**config.mk**
```make
export PLATFORM = sky130hd
export DESIGN_NAME = hport_init_seq
export DESIGN_NICKNAME = d
export VERILOG_FILES = /design/src/rtl/hport_pkg.sv /design/src/rtl/hport_cmd.sv /design/src/rtl/hport_flags.sv /design/src/rtl/hport_bytecnt.sv /design/src/rtl/hport_init_seq.sv
export SDC_FILE = /design/constraint.sdc
export NUM_CORES = 1
export LEC_CHECK = 0
export BUFFER_PORTS_ARGS = -buffer_cell sky130_fd_sc_hd__buf_4
export CORE_AREA = 5 5 42 44
export DETAILED_ROUTE_END_ITERATION = 10
export DIE_AREA = 0 0 47 49
export GPL_TIMING_DRIVEN = 0
export PLACE_DENSITY = 0.72
export SYNTH_ARGS = -nofsm -noshare
export SYNTH_HDL_FRONTEND = slang
export SYNTH_HIERARCHICAL = 1
export SYNTH_SLANG_ARGS = --single-unit
```
**constraint.sdc**
```tcl
create_clock -name clk_i -period 1.97 [get_ports clk_i]
set_clock_uncertainty 0.1 [all_clocks]
set_input_delay 0.0985 -clock clk_i [delete_from_list [all_inputs] [get_ports clk_i]]
set_output_delay 0.0985 -clock clk_i [all_outputs]
set_load 0.005 [all_outputs]
```
**src/rtl/hport_pkg.sv**
```systemverilog
package hport_pkg;
  localparam int unsigned CNT_W = 2;

  typedef enum logic [1:0] {
    DIR_NONE = 2'b00,
    DIR_D2H  = 2'b01,
    DIR_H2D  = 2'b10,
    DIR_BOTH = 2'b11
  } dir_e;
endpackage

```
**src/rtl/hport_cmd.sv**
```systemverilog
module hport_cmd (
  input  logic clk_i,
  input  logic rst_ni,
  input  logic srst_i,
  input  logic stop_i,
  input  logic set_i,
  output logic init_o,
  output logic exec_o
);
  logic init_q;

  always_ff @(posedge clk_i or negedge rst_ni) begin
    if (!rst_ni)              init_q <= 1'b0;
    else if (srst_i || stop_i) init_q <= 1'b0;
    else if (init_q)          init_q <= 1'b0;  // self-clear on execution
    else                      init_q <= set_i;
  end

  assign init_o = init_q;
  assign exec_o = init_q && !srst_i && !stop_i;

  a_r2_self_clear: assert property (@(posedge clk_i) disable iff (!rst_ni)
    init_q |=> !init_q);
  a_r2_stop_cancels: assert property (@(posedge clk_i) disable iff (!rst_ni)
    stop_i |=> !init_q);
endmodule

```
**src/rtl/hport_flags.sv**
```systemverilog
module hport_flags
  import hport_pkg::*;
(
  input  logic clk_i,
  input  logic rst_ni,
  input  logic srst_i,
  input  logic exec_i,
  input  logic treq_i,
  input  logic rreq_i,
  input  logic dma_mode_i,
  input  logic h2d_wr_i,
  input  logic d2h_wr_i,
  output logic h2d_empty_o,
  output logic h2d_full_o,
  output logic d2h_empty_o,
  output logic d2h_full_o,
  output dir_e dir_o,
  output logic err_o
);
  logic h2d_empty_q, h2d_full_q, d2h_empty_q, d2h_full_q, err_q;
  dir_e dir_q;
  logic illegal;

  assign illegal = treq_i && rreq_i && dma_mode_i;

  always_ff @(posedge clk_i or negedge rst_ni) begin
    if (!rst_ni) begin
      h2d_empty_q <= 1'b1;
      h2d_full_q  <= 1'b0;
      d2h_empty_q <= 1'b1;
      d2h_full_q  <= 1'b0;
      dir_q       <= DIR_NONE;
      err_q       <= 1'b0;
    end else if (srst_i) begin
      h2d_empty_q <= 1'b1;
      h2d_full_q  <= 1'b0;
      d2h_empty_q <= 1'b1;
      d2h_full_q  <= 1'b0;
      dir_q       <= DIR_NONE;
      err_q       <= 1'b0;
    end else begin
      err_q <= exec_i && illegal;
      if (!(exec_i && illegal)) begin
        if (h2d_wr_i) begin
          h2d_empty_q <= 1'b0;
          h2d_full_q  <= 1'b1;
        end
        if (d2h_wr_i) begin
          d2h_empty_q <= 1'b0;
          d2h_full_q  <= 1'b1;
        end
      end
      if (exec_i && !illegal) begin
        dir_q <= dir_e'({treq_i, rreq_i});
        if (treq_i) begin
          h2d_empty_q <= 1'b1;
          h2d_full_q  <= 1'b0;
        end
        if (rreq_i) begin
          d2h_empty_q <= 1'b1;
          d2h_full_q  <= 1'b0;
        end
      end
    end
  end

  assign h2d_empty_o = h2d_empty_q;
  assign h2d_full_o  = h2d_full_q;
  assign d2h_empty_o = d2h_empty_q;
  assign d2h_full_o  = d2h_full_q;
  assign dir_o       = dir_q;
  assign err_o       = err_q;

  a_r5_illegal_hold: assert property (@(posedge clk_i) disable iff (!rst_ni)
    (exec_i && illegal && !srst_i) |=>
      (err_q && $stable(h2d_empty_q) && $stable(h2d_full_q) &&
       $stable(d2h_empty_q) && $stable(d2h_full_q) && $stable(dir_q)));
  a_r4_h2d_idle: assert property (@(posedge clk_i) disable iff (!rst_ni)
    (exec_i && treq_i && !illegal && !srst_i) |=> (h2d_empty_q && !h2d_full_q));
  a_r4_d2h_idle: assert property (@(posedge clk_i) disable iff (!rst_ni)
    (exec_i && rreq_i && !illegal && !srst_i) |=> (d2h_empty_q && !d2h_full_q));
  a_r9_excl: assert property (@(posedge clk_i) disable iff (!rst_ni)
    (h2d_empty_q != h2d_full_q) && (d2h_empty_q != d2h_full_q));
endmodule

```
**src/rtl/hport_bytecnt.sv**
```systemverilog
module hport_bytecnt #(
  parameter int unsigned CNT_W = hport_pkg::CNT_W
) (
  input  logic             clk_i,
  input  logic             rst_ni,
  input  logic             srst_i,
  input  logic             exec_i,
  input  logic             blk_i,
  input  logic             ack_i,
  input  logic [CNT_W-1:0] mode_i,
  output logic [CNT_W-1:0] cnt_o,
  output logic             done_o
);
  localparam logic [CNT_W-1:0] CNT_LAST = '1;

  logic [CNT_W-1:0] cnt_q;
  logic             done_q;
  logic             dma_mode, acc, last;

  assign dma_mode = |mode_i;
  assign acc      = ack_i && dma_mode && !blk_i && !exec_i;
  assign last     = (cnt_q == CNT_LAST);

  always_ff @(posedge clk_i or negedge rst_ni) begin
    if (!rst_ni) begin
      cnt_q  <= '0;
      done_q <= 1'b0;
    end else if (srst_i) begin
      cnt_q  <= '0;
      done_q <= 1'b0;
    end else begin
      done_q <= acc && last;
      if (exec_i)        cnt_q <= mode_i;
      else if (acc)      cnt_q <= last ? mode_i : cnt_q + 1'b1;
    end
  end

  assign cnt_o  = cnt_q;
  assign done_o = done_q;

  a_r3_load: assert property (@(posedge clk_i) disable iff (!rst_ni)
    (exec_i && !srst_i) |=> (cnt_q == $past(mode_i)));
  a_r6_step: assert property (@(posedge clk_i) disable iff (!rst_ni)
    (acc && !last && !srst_i) |=> (cnt_q == $past(cnt_q) + 1'b1) && !done_q);
  a_r6_done_src: assert property (@(posedge clk_i) disable iff (!rst_ni)
    done_q |-> ($past(cnt_q) == CNT_LAST));
  a_r7_imode_idle: assert property (@(posedge clk_i) disable iff (!rst_ni)
    (ack_i && !dma_mode && !exec_i && !srst_i) |=> ($stable(cnt_q) && !done_q));
endmodule

```
**src/rtl/hport_init_seq.sv**
```systemverilog
module hport_init_seq
  import hport_pkg::*;
(
  input  logic       clk_i,
  input  logic       rst_ni,
  input  logic       soft_rst_i,
  input  logic       indiv_rst_i,
  input  logic       stop_i,
  input  logic       init_set_i,
  input  logic       treq_i,
  input  logic       rreq_i,
  input  logic [1:0] mode_i,
  input  logic       dma_ack_i,
  input  logic       h2d_wr_i,
  input  logic       d2h_wr_i,
  output logic       init_o,
  output logic       h2d_empty_o,
  output logic       h2d_full_o,
  output logic       d2h_empty_o,
  output logic       d2h_full_o,
  output logic [1:0] dir_o,
  output logic [1:0] cnt_o,
  output logic       done_o,
  output logic       err_o
);
  logic srst, exec;
  dir_e dir;

  assign srst = soft_rst_i || indiv_rst_i;

  hport_cmd u_cmd (
    .clk_i  (clk_i),
    .rst_ni (rst_ni),
    .srst_i (srst),
    .stop_i (stop_i),
    .set_i  (init_set_i),
    .init_o (init_o),
    .exec_o (exec)
  );

  hport_flags u_flags (
    .clk_i       (clk_i),
    .rst_ni      (rst_ni),
    .srst_i      (srst),
    .exec_i      (exec),
    .treq_i      (treq_i),
    .rreq_i      (rreq_i),
    .dma_mode_i  (|mode_i),
    .h2d_wr_i    (h2d_wr_i),
    .d2h_wr_i    (d2h_wr_i),
    .h2d_empty_o (h2d_empty_o),
    .h2d_full_o  (h2d_full_o),
    .d2h_empty_o (d2h_empty_o),
    .d2h_full_o  (d2h_full_o),
    .dir_o       (dir),
    .err_o       (err_o)
  );

  assign dir_o = dir;

  hport_bytecnt #(.CNT_W(CNT_W)) u_cnt (
    .clk_i  (clk_i),
    .rst_ni (rst_ni),
    .srst_i (srst),
    .exec_i (exec),
    .blk_i  (init_set_i),
    .ack_i  (dma_ack_i),
    .mode_i (mode_i),
    .cnt_o  (cnt_o),
    .done_o (done_o)
  );

  // acknowledge in the write cycle must not move the counter
  a_r8_ack_blocked: assert property (@(posedge clk_i) disable iff (!rst_ni)
    (init_set_i && !init_o && dma_ack_i && !srst) |=> ($stable(cnt_o) && !done_o));
  a_r1_srst: assert property (@(posedge clk_i) disable iff (!rst_ni)
    srst |=> (!init_o && cnt_o == 2'b00 && h2d_empty_o && d2h_empty_o && !err_o));
endmodule

```
==> impl_metrics.yaml, run 1 <==
route:
  routedWlPerCell_um: 12.4
  ant_nets: 0
  wl_met2_um: 594
  routed-wl-met3_um: 94
  wl_met1_um: 521
  first_iter_violations: 4
  top_layer_used: "met4"
  totalWireLength_um: 1230
  drtPass1Iterations: 4
  vias: 506
  via_per_inst: 5.11
  drc: 0
global_route:
  grt_max_degree: 15
  antenna_found_initial: 0
  grt_pass1_wl_um: 2050
  grt_pass1_vias: 506
  track_usage_pct: 12.4
  grt_overflow_total: 0
sta:
  fin_crit_ns: 1.68
  rsz0062_at_grt: "false"
  worst_pin_slew_ns: 0.514
  max_slew_margin_pct: 65.7
  fin_crit_sh_pct: 85.1
  setup_slack_ns: 0.294
  timing.fmax_mhz: 597
  finalHoldViolCount: 0
  drv_slew: 0
  setup_viol: 0
  whs_ns: 0.0144
outcome:
  status: "finished clean"
critical_path:
  crit_path_max_fanout: 13
  cpPeakStageDelay_ns: 0.54
  worstPathArrival_ns: 1.73
  path_buf_inv: 2
  end_kind: "flop"
  crit_required_ns: 2.03
  slowest_stage: "dlygate4sd3_1"
  critPathTopFamily: "buffers and inverters"
  criticalPathCategory: "primary input to flop"
  path_cells: "dlygate4sd3_1, buf_4, nor3b_4, nor2_1, mux2i_1, a221oi_1"
  start_kind: "primary input"
layout:
  final_util_pct: 58.8
  layout.nets: 98
  diodes: 0
  nFillCells: 146
  area_growth_pct: 46.1
  multiInputGateArea_um2: 294
  drive_above_1_share_pct: 39.8
  regArea_um2: 278
cts:
  cts.sinks: 11
  numCtsBuffers: 3
  post_cts_buffers: 0
  cts.clk_slew.worst_paths_ns: 0.07
  cts_tree: "yes"
  cts.path.max_buffers: 2
  clkLatencyLatePin_ns: 0.26
  h-tree-depth: 1
  root_buffer: "clkbuf_4"
power_and_ir_drop:
  leakage_uw: 0.000392
  seqPwrFrac_pct: 52.1
  intPower_uw: 350
  ir_worst_vdd_mv: 0.340
  p_switching_uw: 105
  swShare_pct: 23.0
  p_comb_share_pct: 15.5
  p_clk_share_pct: 32.4
  p_per_area_nw_per_um2: 552
die:
  dieArea_um2: 2300
  die_h_um: 49
  die_x_um: 47
  rows: 14
  core_um2: 1400
  io_pins: 24
  start_util_pct: 40.3
logic_synthesis:
  netlist_top_cells_count: "dfrtp_1, nor2_1, a21oi_1, nand2_1, nor3_1"
  yosys-top-cells-area: "dfrtp_1, dfstp_2, nor2_1"
  synth.largest_area_cell: "dfrtp_1"
  ys_async_sr_fraction_pct: 100
  yosysMostFrequentCell: "dfrtp_1"
  postSynthCellCount: 53
  yosys_warnings: 6
  ys_seq_area_share_pct: 49.2
  avgSynthCellArea_um2: 10.6
  syn-num-nets: 67
  synth_edf_count: 0
  synth_top_area_share_pct: 39.9
  netlist_area_um2: 564
  synthFlopType: "dfrtp_1"
  ys_ff_latch: 11
  yosysUniqueCellTypes: 27
place:
  pre_cts_slack_ns: -0.487
  place_congestion: 0.718
  dp_hpwl_um: 949
  numPortBuffers: 23
min_path:
  min_path_type: "primary input to flop"
job:
  cap_violations: 0
worst paths after layout:
path	start	endpoint	slack [ns]	cells past startpoint
max	stop_i	u_cnt/cnt_o[1]	0.29	6
min	mode_i[0]	u_cnt/cnt_o[0]	0.01	3
max reg2reg	u_cmd/init_o	u_cnt/cnt_o[1]	0.41	4
min reg2reg	u_cmd/init_o	u_cmd/init_o	0.39	1
max in group asynchronous	rst_ni	u_flags/h2d_empty_o	1.44	2
min in group asynchronous	rst_ni	u_flags/h2d_full_o	0.10	2
flip-flops by register name (all words and copies together) (netlist names):
name,cells
u_flags/dir_o,2
u_cnt/done_o,1
u_cnt/cnt_o,2
u_flags/h2d_empty_o,1
u_flags/d2h_full_o,1
u_flags/err_o,1
u_cmd/init_o,1
u_flags/h2d_full_o,1
u_flags/d2h_empty_o,1
stage by stage:
| step | power [uW] | setup TNS, ns | instances | area, um^2 |
|---|---|---|---|---|
| 4_1_cts | 464 | 0 | 99 | 818 |
| 3_3_place_gp | 306 | -3.63 | 92 | 757 |
| 3_5_place_dp | 307 | -3.39 | 92 | 757 |
| 6_report | 455 | 0 | 99 | 825 |
| 2_1_floorplan | 265 | 0 | 53 | 564 |
| 5_1_grt | 482 | 0 | 99 | 825 |
cells in the final DEF (no fill, tap or decap), types with 2 or more instances in the layout:
cell type and n:
or2_1 2, nand2_1 3, dfrtp_1 9, o21ai_0 2
buf_4 23, dfstp_2 2, nor3_1 3, a21oi_1 4
o21bai_1 2, dlygate4sd3_1 3, nor2b_1 2, clkbuf_4 3
nor2_1 6
layer usage:
layer  vias up  global-route usage [%]
met1       232                    16.4
met4         0                    6.91
met3         2                    4.43
met2        14                    17.0
met5         -                       0
li1        258                       -
repair_timing:
item	in CTS	in global routing
hold buffers	3	0
resized for setup	1	1
gates cloned	0	0
setup endpoints to repair	7	1
endpoints found under the hold margin	13	0
cells by family (layout without fill, tap and decap cells):
| logic type | Yosys count | after routing | share of synthesized area [%] |
|---|---|---|---|
| fa+ha+maj | 1 | 1 | 2.22 |
| flops | 11 | 11 | 49.2 |
| compound gates | 14 | 14 | 18.8 |
| buf+inv | 1 | 31 | 0.665 |
| simple gates | 25 | 25 | 27.3 |
| mux | 1 | 1 | 1.77 |
worst reg2reg max path: cells and delay by family (launching register included):
kind / cells / cell delay, ns
mux: 1 / 0.13
compound gates: 1 / 0.28
flops: 1 / 0.39
simple gates: 2 / 0.56
final cells by class:
class                      count  share of cell area, %
tap                           16                   2.43
clock buffer                   4                   3.19
timing repair buffer          26                   24.6
inverter                       1                  0.455
multi-input combinational     41                   35.7
sequential                    11                   33.7
power by group through the flow:
stage                     clock (uW)  sequential [uW]  combinational [uW]
after floorplan                    0              242                23.7
after global placement             0              242                64.5
after detailed placement           0              242                65.6
after CTS                        156              237                70.7
after global routing             166              238                77.7
final                            147              237                70.5
Note: power is estimated with default switching activity, not from simulation.
==> run 2: changes to the inputs <==
--- a/config.mk
+++ b/config.mk
@@ -6,12 +6,11 @@
 export NUM_CORES = 1
 export LEC_CHECK = 0
 export BUFFER_PORTS_ARGS = -buffer_cell sky130_fd_sc_hd__buf_4
-export CORE_AREA = 5 5 42 44
+export CORE_MARGIN = 5
+export CORE_UTILIZATION = 40
 export DETAILED_ROUTE_END_ITERATION = 10
-export DIE_AREA = 0 0 47 49
 export GPL_TIMING_DRIVEN = 0
-export PLACE_DENSITY = 0.72
+export PLACE_DENSITY = 0.69
 export SYNTH_ARGS = -nofsm -noshare
 export SYNTH_HDL_FRONTEND = slang
-export SYNTH_HIERARCHICAL = 1
 export SYNTH_SLANG_ARGS = --single-unit
==> impl_metrics.yaml, run 2 <==
logic_synthesis:
  synthFlopType: "dfrtp_1"
  synthSimpleGateAreaFrac_pct: 26.0
  yosysMostFrequentCell: "dfrtp_1"
  avgSynthCellArea_um2: 10.7
  synth-xor-area-share_pct: 0
  yosys-top-cells-area: "dfrtp_1, dfstp_2, nor4b_4"
  ys_async_sr_fraction_pct: 100
  synth_mux_area_share_pct: 0
  synth_top_area_share_pct: 41.4
  synth.largest_area_cell: "dfrtp_1"
  synth_top_family_by_area: "simple AND/OR/NAND/NOR gates"
  netlist_top_cells_count: "dfrtp_1, a21oi_1, o21ai_1"
  yosys_warnings: 0
  ys_ff_latch: 11
  synth_edf_count: 0
  ys_seq_area_share_pct: 51.0
  netlist_area_um2: 544
  postSynthCellCount: 51
  synth_fa_ha_area_share_pct: 2.30
  yosysUniqueCellTypes: 25
  syn-num-nets: 65
  synth_compound_area_share_pct: 18.6
place:
  numPortBuffers: 23
  place_congestion: 0.735
  pre_cts_slack_ns: 0.488
  dp_hpwl_um: 994
outcome:
  violations: "hold timing"
  status: "finished with violations"
route:
  ant_nets: 0
  routedWlPerCell_um: 13.3
  first_iter_violations: 12
  vias: 488
  drtPass1Iterations: 7
  drc: 0
  totalWireLength_um: 1280
  via_per_inst: 5.08
die:
  rows: 13
  start_util_pct: 41.8
  die_x_um: 46.9
  io_pins: 24
  dieArea_um2: 2200
  die_h_um: 46.9
  core_um2: 1300
cts:
  numCtsBuffers: 3
  cts.clk_slew.worst_paths_ns: 0.08
  post_cts_buffers: 0
  root_buffer: "clkbuf_4"
  clkLatencyLatePin_ns: 0.27
  cts_tree: "yes"
  cts.path.max_buffers: 2
  h-tree-depth: 1
  cts.sinks: 11
layout:
  diodes: 0
  final_cell_mix: "buf_4, dfrtp_1, o21ai_1, a21oi_1"
  final_common_cell: "buf_4"
  drive_above_1_share_pct: 40.7
  layout.nets: 96
  area_growth_pct: 45.7
power_and_ir_drop:
  p_comb_share_pct: 14.7
  leakage_uw: 0.000382
  p_switching_uw: 117
  ir_worst_vdd_mv: 0.365
  intPower_uw: 344
  p_total_uw: 462
  seqPwrFrac_pct: 51.2
  swShare_pct: 25.4
  p_clk_share_pct: 34.1
  p_per_area_nw_per_um2: 582
sta:
  fin_crit_ns: 1.66
  finalHoldViolCount: 1
  rsz0062_at_grt: "false"
  setup_viol: 0
  tns_ns: 0
  whs_ns: -0.00117
  max_slew_margin_pct: 67.8
  worst_pin_slew_ns: 0.482
  setup_slack_ns: 0.305
  timing.fmax_mhz: 601
  drv_slew: 0
  fin_crit_sh_pct: 84.5
global_route:
  grt_pass1_wl_um: 2100
  antenna_found_initial: 0
  track_usage_pct: 13.5
  grt_overflow_total: 0
  grt_pass1_vias: 502
  grt_max_degree: 12
critical_path:
  ff2ff_path_depth: 2
  worstPathArrival_ns: 1.72
  r2r_start: "u_cmd.init_o"
  path_cells: "dlygate4sd3_1, buf_4, or4b_4, nor2_4, nor2b_1, o21a_1"
  reg2reg_to: "u_cmd.init_o"
  rrSetupSlack_ns: 0.46
  cp.depth: 6
  crit_required_ns: 2.03
  cpPeakStageDelay_ns: 0.57
  slowest_stage: "or4b_4"
  end_kind: "flop"
  start_kind: "primary input"
  critPathTopFamily: "simple AND/OR/NAND/NOR gates"
  path_buf_inv: 2
  criticalPathCategory: "primary input to flop"
  crit_path_max_fanout: 3
  critical_path.startpoint: "stop_i"
  crit_path_end: "u_flags.d2h_full_o"
min_path:
  min_path_type: "primary input to flop"
  whs_path_depth: 3
job:
  cap_violations: 0
## run 2: worst min path at each step
stage / end / slack (ns) / start
finish: u_flags.dir_o[1] / -0.001 / treq_i
global route: u_flags.dir_o[1] / 0.03 / treq_i
CTS: u_flags.dir_o[1] / 0.0007 / treq_i
detailed placement: u_cnt.cnt_o[0] / -0.16 / rst_ni
global placement: u_cnt.cnt_o[0] / -0.16 / rst_ni
floorplan: u_cmd.init_o / -0.30 / rst_ni
## run 2: area by class of cell
type,count,area [um^2]
Fill cell,123,508
Clock inverter,1,5.00
Inverter,2,7.51
Multi-Input combinational cell,37,255
Tap cell,15,18.8
Clock buffer,3,22.5
Buffer,1,3.75
Sequential cell,11,278
Timing Repair Buffer,26,203
## run 2: kinds of logic after synthesis
kind of cell	after synthesis
adder cells (fa/ha/maj)	1
buffers and inverters	3
flip-flops	11
AO/OA/AOI/OAI	16
AND/OR/NAND/NOR	20
## run 2: through the flow
stage	cell area, um^2	instances	hold WS (ns)	utilization [%]
after global routing	793	96	0.0289	61.0
after CTS	793	96	0.000700	61.0
after detailed placement	736	89	-0.157	56.5
after floorplan	544	51	-0.297	-
final	793	96	-0.00117	61.0
after global placement	736	89	-0.160	56.5
## run 2: per-layer routing
metal | vias to the layer above | GRT usage [%] | wire, um
li1 | 246 | - | -
met1 | 220 | 14.4 | 477
met2 | 20 | 25.2 | 681
met3 | 2 | 3.45 | 104
met4 | 0 | 4.97 | 14
met5 | - | 0 | 0
## run 2: tightest hold or removal path: stages
cell and delay [ns]:
buf_4 0.12, nand3_1 0.06, a21oi_1 0.06
## run 2: power by group through the flow
| stage | Clock, uW | Combinational [uW] | Sequential [uW] |
|---|---|---|---|
| after global placement | 0 | 63.3 | 241 |
| after floorplan | 0 | 21.9 | 241 |
| after CTS | 159 | 68.7 | 237 |
| final | 157 | 68.0 | 237 |
| after global routing | 169 | 75.3 | 237 |
| after detailed placement | 0 | 64.8 | 241 |
## run 2: timing repair
action                     CTS  global route
gates resized for setup      0             0
hold endpoints to repair    12             0
setup endpoints to repair    0             0
hold buffers                 3             0
